$ cat src/rtl/grp_fold_pkg.sv
package grp_fold_pkg;

    typedef enum logic [1:0] {
        ST_IDLE  = 2'd0,
        ST_RUN   = 2'd1,
        ST_MERGE = 2'd2,
        ST_WAIT  = 2'd3
    } fold_state_e;

    // number of pairing levels needed to bring n values down to one
    function automatic int tree_levels(input int n);
        return (n <= 1) ? 0 : $clog2(n);
    endfunction

    // count of live values after lvl pairing levels
    function automatic int level_width(input int n, input int lvl);
        int w;
        w = n;
        for (int i = 0; i < lvl; i++) begin
            w = (w + 1) / 2;
        end
        return w;
    endfunction

    // index width that addresses n entries, at least one bit
    function automatic int idx_bits(input int n);
        return (n <= 1) ? 1 : $clog2(n);
    endfunction

endpackage

$ cat src/rtl/gfr_adder_tree.sv
module gfr_adder_tree
    import grp_fold_pkg::*;
#(
    parameter int WIDTH = 8,
    parameter int ACC_W = 24,
    parameter int CONC  = 5
) (
    input  logic                    clk,
    input  logic                    rst,
    input  logic                    flush,
    input  logic                    in_valid,
    input  logic [CONC*WIDTH-1:0]   in_data,
    output logic                    out_valid,
    output logic [ACC_W-1:0]        out_sum
);

    localparam int LEVELS = tree_levels(CONC);

    typedef logic [CONC-1:0][ACC_W-1:0] lane_vec_t;

    lane_vec_t lv_data [LEVELS+1];
    logic      lv_vld  [LEVELS+1];

    // neighbours 2j and 2j+1 combine; an odd tail value passes through
    function automatic lane_vec_t pair_up(input lane_vec_t v, input int n_in);
        lane_vec_t r;
        r = '0;
        for (int j = 0; j < CONC / 2; j++) begin
            if (2 * j + 1 < n_in) begin
                r[j] = v[2*j] + v[2*j+1];
            end
        end
        if (n_in % 2 == 1) begin
            r[n_in/2] = v[n_in-1];
        end
        return r;
    endfunction

    always_comb begin
        lv_data[0] = '0;
        for (int e = 0; e < CONC; e++) begin
            lv_data[0][e] = ACC_W'(in_data[e*WIDTH +: WIDTH]);
        end
        lv_vld[0] = in_valid;
    end

    for (genvar l = 0; l < LEVELS; l++) begin : g_lvl
        localparam int N_IN = level_width(CONC, l);

        always_ff @(posedge clk) begin
            if (rst || flush) begin
                lv_vld[l+1] <= 1'b0;
            end else begin
                lv_vld[l+1] <= lv_vld[l];
            end
            lv_data[l+1] <= pair_up(lv_data[l], N_IN);
        end
    end

    assign out_valid = lv_vld[LEVELS];
    assign out_sum   = lv_data[LEVELS][0];

endmodule

$ cat src/rtl/gfr_lat_op.sv
module gfr_lat_op #(
    parameter int ACC_W   = 24,
    parameter int LATENCY = 3,
    parameter int TAG_W   = 2
) (
    input  logic               clk,
    input  logic               rst,
    input  logic               flush,
    input  logic               in_valid,
    input  logic [ACC_W-1:0]   in_a,
    input  logic [ACC_W-1:0]   in_b,
    input  logic [TAG_W-1:0]   in_tag,
    output logic               out_valid,
    output logic [ACC_W-1:0]   out_sum,
    output logic [TAG_W-1:0]   out_tag,
    output logic               busy
);

    logic [ACC_W-1:0]   s_sum [LATENCY];
    logic [TAG_W-1:0]   s_tag [LATENCY];
    logic [LATENCY-1:0] s_vld;

    always_ff @(posedge clk) begin
        if (rst || flush) begin
            s_vld <= '0;
        end else begin
            s_vld[0] <= in_valid;
            for (int i = 1; i < LATENCY; i++) begin
                s_vld[i] <= s_vld[i-1];
            end
        end
        s_sum[0] <= in_a + in_b;
        s_tag[0] <= in_tag;
        for (int i = 1; i < LATENCY; i++) begin
            s_sum[i] <= s_sum[i-1];
            s_tag[i] <= s_tag[i-1];
        end
    end

    assign out_valid = s_vld[LATENCY-1];
    assign out_sum   = s_sum[LATENCY-1];
    assign out_tag   = s_tag[LATENCY-1];
    assign busy      = |s_vld;

endmodule

$ cat src/rtl/gfr_slot_bank.sv
module gfr_slot_bank #(
    parameter int ACC_W    = 24,
    parameter int PIPESTEP = 3,
    parameter int SLOT_W   = 2
) (
    input  logic                 clk,
    input  logic                 rst,
    input  logic                 clear,
    input  logic                 dw_en,
    input  logic [SLOT_W-1:0]    dw_idx,
    input  logic [ACC_W-1:0]     dw_data,
    input  logic                 wb_en,
    input  logic [SLOT_W-1:0]    wb_idx,
    input  logic [ACC_W-1:0]     wb_data,
    input  logic [SLOT_W-1:0]    fold_idx,
    output logic [ACC_W-1:0]     fold_data,
    input  logic [SLOT_W-1:0]    merge_idx,
    output logic [ACC_W-1:0]     merge_data,
    output logic [PIPESTEP-1:0]  written
);

    logic [ACC_W-1:0] slot_q [PIPESTEP];

    always_ff @(posedge clk) begin
        if (rst || clear) begin
            written <= '0;
        end else begin
            for (int s = 0; s < PIPESTEP; s++) begin
                if (dw_en && dw_idx == SLOT_W'(s)) begin
                    written[s] <= 1'b1;
                    slot_q[s]  <= dw_data;
                end else if (wb_en && wb_idx == SLOT_W'(s)) begin
                    slot_q[s]  <= wb_data;
                end
            end
        end
    end

    // a write-back landing in the cycle the slot is reused is forwarded
    assign fold_data  = (wb_en && wb_idx == fold_idx) ? wb_data : slot_q[fold_idx];
    assign merge_data = slot_q[merge_idx];

endmodule

$ cat src/rtl/grp_fold_reducer.sv
module grp_fold_reducer
    import grp_fold_pkg::*;
#(
    parameter int WIDTH    = 8,
    parameter int ACC_W    = 24,
    parameter int CONC     = 5,
    parameter int TOTAL    = 40,
    parameter int LATENCY  = 3,
    parameter int PIPESTEP = 3
) (
    input  logic                   clk,
    input  logic                   rst,
    input  logic                   start,
    input  logic                   in_valid,
    input  logic [CONC*WIDTH-1:0]  in_data,
    output logic                   res_valid,
    output logic [ACC_W-1:0]       res_data
);

    localparam int ROUNDS = TOTAL / CONC;
    localparam int CNT_W  = $clog2(ROUNDS + 1);
    localparam int SLOT_W = idx_bits(PIPESTEP);
    localparam int MIDX_W = $clog2(PIPESTEP + 1);
    localparam logic [CNT_W-1:0]  ROUNDS_C = CNT_W'(ROUNDS);
    localparam logic [SLOT_W-1:0] LAST_SLOT = SLOT_W'(PIPESTEP - 1);
    localparam logic [MIDX_W-1:0] STEP_END  = MIDX_W'(PIPESTEP);

    fold_state_e         st;
    logic [CNT_W-1:0]    in_cnt;
    logic [CNT_W-1:0]    out_cnt;
    logic [SLOT_W-1:0]   ptr;
    logic [MIDX_W-1:0]   m_idx;
    logic [ACC_W-1:0]    acc;

    logic                accept;
    logic                grp_vld;
    logic [ACC_W-1:0]    grp_sum;
    logic                fold_issue;
    logic                direct_wr;
    logic                merge_issue;
    logic                m_done;

    logic                op_valid;
    logic [ACC_W-1:0]    op_a;
    logic [ACC_W-1:0]    op_b;
    logic                op_out_valid;
    logic [ACC_W-1:0]    op_out_sum;
    logic [SLOT_W-1:0]   op_out_tag;
    logic                op_busy;

    logic [ACC_W-1:0]    fold_data;
    logic [ACC_W-1:0]    merge_data;
    logic [SLOT_W-1:0]   merge_idx;
    logic [PIPESTEP-1:0] written;

    assign accept = (st == ST_RUN) && in_valid && !start && (in_cnt < ROUNDS_C);

    gfr_adder_tree #(
        .WIDTH (WIDTH),
        .ACC_W (ACC_W),
        .CONC  (CONC)
    ) u_tree (
        .clk       (clk),
        .rst       (rst),
        .flush     (start),
        .in_valid  (accept),
        .in_data   (in_data),
        .out_valid (grp_vld),
        .out_sum   (grp_sum)
    );

    assign direct_wr  = (st == ST_RUN) && grp_vld && !written[ptr];
    assign fold_issue = (st == ST_RUN) && grp_vld &&  written[ptr];

    always_comb begin
        if (m_idx >= STEP_END) begin
            m_done = 1'b1;
        end else begin
            m_done = !written[m_idx[SLOT_W-1:0]];
        end
    end

    assign merge_issue = (st == ST_MERGE) && !m_done;
    assign merge_idx   = (st == ST_RUN) ? '0 : m_idx[SLOT_W-1:0];

    assign op_valid = fold_issue || merge_issue;
    assign op_a     = merge_issue ? acc        : grp_sum;
    assign op_b     = merge_issue ? merge_data : fold_data;

    gfr_lat_op #(
        .ACC_W   (ACC_W),
        .LATENCY (LATENCY),
        .TAG_W   (SLOT_W)
    ) u_op (
        .clk       (clk),
        .rst       (rst),
        .flush     (start),
        .in_valid  (op_valid),
        .in_a      (op_a),
        .in_b      (op_b),
        .in_tag    (ptr),
        .out_valid (op_out_valid),
        .out_sum   (op_out_sum),
        .out_tag   (op_out_tag),
        .busy      (op_busy)
    );

    gfr_slot_bank #(
        .ACC_W    (ACC_W),
        .PIPESTEP (PIPESTEP),
        .SLOT_W   (SLOT_W)
    ) u_bank (
        .clk        (clk),
        .rst        (rst),
        .clear      (start),
        .dw_en      (direct_wr),
        .dw_idx     (ptr),
        .dw_data    (grp_sum),
        .wb_en      ((st == ST_RUN) && op_out_valid),
        .wb_idx     (op_out_tag),
        .wb_data    (op_out_sum),
        .fold_idx   (ptr),
        .fold_data  (fold_data),
        .merge_idx  (merge_idx),
        .merge_data (merge_data),
        .written    (written)
    );

    always_ff @(posedge clk) begin
        if (rst) begin
            st        <= ST_IDLE;
            in_cnt    <= '0;
            out_cnt   <= '0;
            ptr       <= '0;
            m_idx     <= '0;
            acc       <= '0;
            res_valid <= 1'b0;
            res_data  <= '0;
        end else begin
            res_valid <= 1'b0;
            if (start) begin
                st      <= ST_RUN;
                in_cnt  <= '0;
                out_cnt <= '0;
                ptr     <= '0;
            end else begin
                case (st)
                    ST_RUN: begin
                        if (accept) begin
                            in_cnt <= in_cnt + 1'b1;
                        end
                        if (grp_vld) begin
                            out_cnt <= out_cnt + 1'b1;
                            ptr     <= (ptr == LAST_SLOT) ? '0 : ptr + 1'b1;
                        end
                        if (out_cnt == ROUNDS_C && !op_busy) begin
                            acc   <= merge_data;
                            m_idx <= MIDX_W'(1);
                            st    <= ST_MERGE;
                        end
                    end
                    ST_MERGE: begin
                        if (m_done) begin
                            res_valid <= 1'b1;
                            res_data  <= acc;
                            st        <= ST_IDLE;
                        end else begin
                            st <= ST_WAIT;
                        end
                    end
                    ST_WAIT: begin
                        if (op_out_valid) begin
                            acc   <= op_out_sum;
                            m_idx <= m_idx + 1'b1;
                            st    <= ST_MERGE;
                        end
                    end
                    default: begin
                    end
                endcase
            end
        end
    end

endmodule

$ cat config.mk
export PLATFORM = sky130hd
export DESIGN_NAME = grp_fold_reducer
export DESIGN_NICKNAME = d
export VERILOG_FILES = /design/src/rtl/grp_fold_pkg.sv /design/src/rtl/gfr_adder_tree.sv /design/src/rtl/gfr_lat_op.sv /design/src/rtl/gfr_slot_bank.sv /design/src/rtl/grp_fold_reducer.sv
export SDC_FILE = /design/constraint.sdc
export NUM_CORES = 1
export LEC_CHECK = 0
export BUFFER_PORTS_ARGS = -buffer_cell sky130_fd_sc_hd__buf_2
export CAP_MARGIN = 20
export CORE_MARGIN = 1
export CORE_UTILIZATION = 60
export CTS_CLUSTER_DIAMETER = 40
export DETAILED_ROUTE_END_ITERATION = 6
export GPL_ROUTABILITY_DRIVEN = 0
export PLACE_DENSITY = 0.8
export SLEW_MARGIN = 20
export SYNTH_ARGS = -nofsm -noshare
export SYNTH_HDL_FRONTEND = slang
export SYNTH_SLANG_ARGS = --single-unit
$ cat constraint.sdc
create_clock -name clk -period 4.1 [get_ports clk]
set_clock_uncertainty 0.05 [all_clocks]
set_input_delay 0.82 -clock clk [delete_from_list [all_inputs] [get_ports clk]]
set_output_delay 0.82 -clock clk [all_outputs]
set_load 0.01 [all_outputs]
======== Yosys cells after proc, flatten, opt, wreduce, memory -nomap -nowiden ========
Memory sizes are Yosys's and may differ from the RTL's. A register that Yosys moved wholly into a read port is not among the register bits.
Cells that the tools add are included.
storage, ports and cells
  bits in registers ....................... 184
  bits in latches ......................... 0
  memories kept ........................... 3
  RAM bits ................................ 150
  bits in read-only memories .............. 0
cells by class
  multiplexer cells ....................... 48
  reductions and logical operators ........ 37
  order comparisons ....................... 4
  div/mod/pow operators ................... 0
  shifts and indexed selects .............. 0
  bitwise gates (word level) .............. 5
  $add $sub $neg .......................... 9
  multipliers ............................. 0
  equal/unequal tests ..................... 13
memories
  memory         words  width  read ports  clocked after Yosys merged registers in  wr ports  RTL line             source
  u_bank.slot_q  3      24     2           1                                        3         gfr_slot_bank.sv:22  logic [ACC_W-1:0] slot_q [PIPESTEP];
  u_op.s_sum     3      24     3           0                                        3         gfr_lat_op.sv:19     logic [ACC_W-1:0] s_sum [LATENCY];
  u_op.s_tag     3      2      3           0                                        3         gfr_lat_op.sv:20     logic [TAG_W-1:0] s_tag [LATENCY];
operator list
  operator                                                count
  2-to-1 mux 24 bit                                       8
  adder 24 bit                                            2
  one-hot mux 24 bit (2 select lines)                     1
  2-to-1 mux 1 bit                                        26
  adder 24 x 8 -> 24 bit                                  1
  adder 8 x 8 -> 9 bit                                    2
  2-to-1 mux 2 bit                                        9
  logical AND 1 bit                                       16
  AND reduction 3 bit                                     3
  adder 4 x 1 -> 4 bit (second input constant)            2
  equality test 2 bit (second input constant)             4
  equality test 2 x 1 -> 1 bit (second input constant)    3
  < comparator 2 x 3 -> 1 bit (second input constant)     2
  inequality test 3 x 2 -> 1 bit (second input constant)  2
  one-hot mux 2 bit (3 select lines)                      1
  OR reduction 3 bit                                      2
  logical NOT 1 bit                                       5
  adder 2 x 1 -> 2 bit (second input constant)            2
  binary-select mux 1 bit (select 2 bit)                  2
  equality test 4 bit (second input constant)             1
  logical NOT 2 bit                                       2
  < comparator 4 bit (second input constant)              1
  inequality test 2 x 1 -> 1 bit (second input constant)  2
  one-hot mux 2 bit (2 select lines)                      1
  other kinds (11)                                        16

======== Longest topological paths before layout ========
  depth after elaboration ................. 9
  gate-level depth with buffers ........... 17
  gate-level depth less buffers ........... 14

======== By module ========
A second synthesis with hierarchy kept.
second synthesis, totals
  cell total of the unflattened synthesis .. 1,270
  area total of the unflattened synthesis .. 13,779.5 um^2
by module, submodules not included
  module            times used  area each (um^2)  cells an instance  sequential area each (um^2)
  gfr_slot_bank     1           4,575.6           364                2,222.1
  grp_fold_reducer  1           3,503.4           384                1,261.2
  gfr_lat_op        1           3,072.9           278                1,621.6
  gfr_adder_tree    1           2,627.5           244                1,161.1

======== Least setup slack after synthesis ========
No wires, ideal clock.
  path type ............................... flip-flop to flip-flop
  start ................................... register m_idx[0]
  end ..................................... memory u_op.s_sum[0][22]
  data required time ...................... 3,934 ps
  setup slack ............................. 510 ps
  arrival time ............................ 3,424 ps
  cell stages (with the launch flop) ...... 14
  cell sequence ........................... dfxtp_1 clkbuf_1 o21ai_0 nand2_1 buf_2 mux2_2 ha_1 fa_1 a21o_1 a221oi_4 o21a_2 a21oi_2 or4b_1 and4_1
RTL lines
  what                    RTL line                 source
  from (decl)             grp_fold_reducer.sv:32   logic [MIDX_W-1:0] m_idx;
  from (signal assigned)  grp_fold_reducer.sv:174  m_idx <= m_idx + 1'b1;
  to (decl)               gfr_lat_op.sv:19

==> metrics.csv <==
stage,metric,value,unit
run_status,status,finished clean,
sta,final.period_utilization,93.1,%
clock_tree,cts_setup_buffers,0,
place,port_buffers,68,
die,die_h,147,um
synth,synth_ff_type,dfxtp_1,
synth,yosysWarnings,0,
setup_path,path_max_fanout,14,
clock_tree,cts_resized,0,
grt,grt_max_degree,54,
pwr,ir_worst_vdd,0.412,mV
min_path,hold_class,reg2reg,
sta,rsz0062_at_grt,false,
setup_path,critical_path_class,reg2reg,
clock_tree,cts_buffer_depth,3,
clock_tree,htree_levels,2,
cells_and_area,postLayoutCellArea,14500,um^2
sta,worstMarginPinSlew,1110,ps
sta,finalSetupViolCount,0,
setup_path,cp-start-kind,flip-flop,
cells_and_area,multi_input_area,5930,um^2
clock_tree,cts_tree,yes,
sta,setup_tns,0,ps
clock_tree,cts-root-buf,clkbuf_16,
die,core-area,20400,um^2
drt,vias_per_cell,5.93,
setup_path,cp.required,4440,ps
synth,yosys.area.top_type_share,32.7,%
cells_and_area,seqCellArea,6310,um^2
drt,drt_iter0_drc,864,
die,initial_utilization,61.9,%
cells_and_area,fill_cells,1468,
cells_and_area,fin_util,70.9,%
drt,vias,9733,
sta,finalHoldViolCount,0,
synth,seq_area_frac_synth,49.8,%
die,die_w,147,um
synth,avgSynthCellArea,9.90,um^2
die,die-area,21700,um^2
sta,slew_headroom,26.0,%
cells_and_area,diodes,0,
setup_path,cp.arrival,4160,ps
cells_and_area,area_growth,14.4,%
synth,synth_top_area_cell,dfxtp_1,
synth,synthesis.nets,1387,
cells_and_area,drive_gt1_share,15.8,%
clock_tree,cts.clk_slew.worst_paths,60,ps
die,io_pins,69,
clock_tree,cts-hold-fix-buffers,0,
drt,drt_wl_total,29700,um
setup_path,endpoint_kind,flip-flop,
drt,dr.pass1.iters,5,
synth,async_reset_ff_share,0,%
synth,synth_cell_types,63,
sta,final-max-slew-violation-count,0,
cells_and_area,layout.nets,1454,
drt,wire_per_inst,18.1,um
clock_tree,cts.sinks,279,
pwr,power.leakage,0.00604,uW
drt,postRouteAntennaNets,0,
synth,synth_edf_count,72,
synth,synthTopCellsByCount,"207 x dfxtp_1, 137 x nor2_1, 136 x a21oi_1",
place,place_area,13300,um^2
grt,grt_pass1_vias,9311,
clock_tree,cts_buffers,35,
grt,grt_use_total,27.8,%
pwr,power_density,540,nW/um^2
grt,overflow,0,
synth,synthesis.instances,1278,
grt,antenna_found_initial,0,
sta,min_period,3820,ps
die,num_rows,52,
grt,grt_pass1_wl,47700,um
sta,fmax,262,MHz
place,dpl.hpwl,20100,um
synth,syn_area,12700,um^2
synth,synth_seq_cells,279,
job,drv_cap,0,
drt,drc,0,
synth,yosysMostFrequentCell,dfxtp_1,
synth,ys_top_cells_by_area,"dfxtp_1 33%, edfxtp_1 17%, ha_1 5.9%",
clock_tree,clkLatencyLatePin,500,ps
worst paths after layout:
check / from / to / slack [ps] / cells past startpoint
min reg2reg: u_op.s_sum[0][28] / u_op.s_sum[0][52] / 270 / 0
max: ptr[1] / u_op.s_sum[0][22] / 280 / 13
min: u_op.s_sum[0][28] / u_op.s_sum[0][52] / 270 / 0
max reg2reg: ptr[1] / u_op.s_sum[0][22] / 280 / 13
power breakdown:
group	total, uW	internal [uW]	switching, uW
clock	3050	1860	1180
sequential	3560	3260	297
combinational	1220	589	630
flip-flops by register name, summed over array words and instances, names as in the netlist, 2 cells and up, named ones only:
register / flops
st: 2
u_tree.lv_vld: 2
u_tree.lv_data: 44
u_bank.written: 3
in_cnt: 4
u_bank.slot_q: 72
u_op.s_sum: 72
m_idx: 2
out_cnt: 4
u_op.s_vld: 3
res_data: 24
ptr: 2
u_op.s_tag: 6
u_tree.out_sum: 11
acc: 24
cell usage in the layout (no fill, tap or decap), types with 14 or more instances in the layout:
cell type | netlist | final
nand2_1 | 129 | 128
mux2i_1 | 51 | 51
and2_1 | 46 | 46
edfxtp_1 | 72 | 72
and3_1 | 14 | 14
buf_2 | 23 | 68
xnor2_1 | 38 | 38
a311oi_1 | 24 | 24
a21o_1 | 15 | 15
inv_1 | 30 | 30
o21ai_0 | 52 | 52
xor2_1 | 15 | 15
ha_1 | 60 | 60
nor2_1 | 137 | 137
mux2_2 | 44 | 44
a21oi_1 | 136 | 136
clkbuf_16 | 0 | 39
dfxtp_1 | 207 | 207
buf_4 | 4 | 30
nand3_1 | 35 | 35
through the flow:
| step | setup WS, ps | hold slack (ps) | power, uW | cells |
|---|---|---|---|---|
| final | 281 | 269 | 7820 | 1641 |
| after global routing | 51.7 | 279 | 8150 | 1641 |
| after CTS | 301 | 270 | 7840 | 1641 |
| after detailed placement | 297 | 262 | 4790 | 1578 |
| after global placement | 421 | 260 | 4730 | 1578 |
| after floorplan | 510 | 260 | 4390 | 1278 |
layer usage:
metal	part of all wire (%)	GRT usage, %
met2	47	46.2
met1	41	35.7
met3	9.6	5.84
met4	3.0	10.5
met5	0	0
logic make-up after synthesis:
kind of cell    Yosys count  synth area share, %
mux                      97                 8.13
simple gates            416                 15.5
buf+inv                 100                 3.31
fa+ha+maj                65                 6.72
compound gates          268                 12.9
xor+xnor                 53                 3.67
flops                   279                 49.8
area by class of cell:
class                      instances  area share, %
tap                              270           2.33
multi-input combinational        899           41.0
timing repair buffer             100           4.18
inverter                          30          0.778
clock buffer                      45           7.10
sequential                       279           43.5
clock inverter                    18           1.11
worst max-delay path, stage by stage, from the launching register on:
cell and delay, ps:
dfxtp_1 490, xnor2_1 150, and4_1 550, buf_4 300
nor2_1 70, a21oi_1 120, a21oi_1 90, ha_1 390
and3_1 210, a221oi_4 320, o21a_2 230, a21oi_2 70
or4b_1 500, and4_1 160
(Power assumes the default switching activity.)
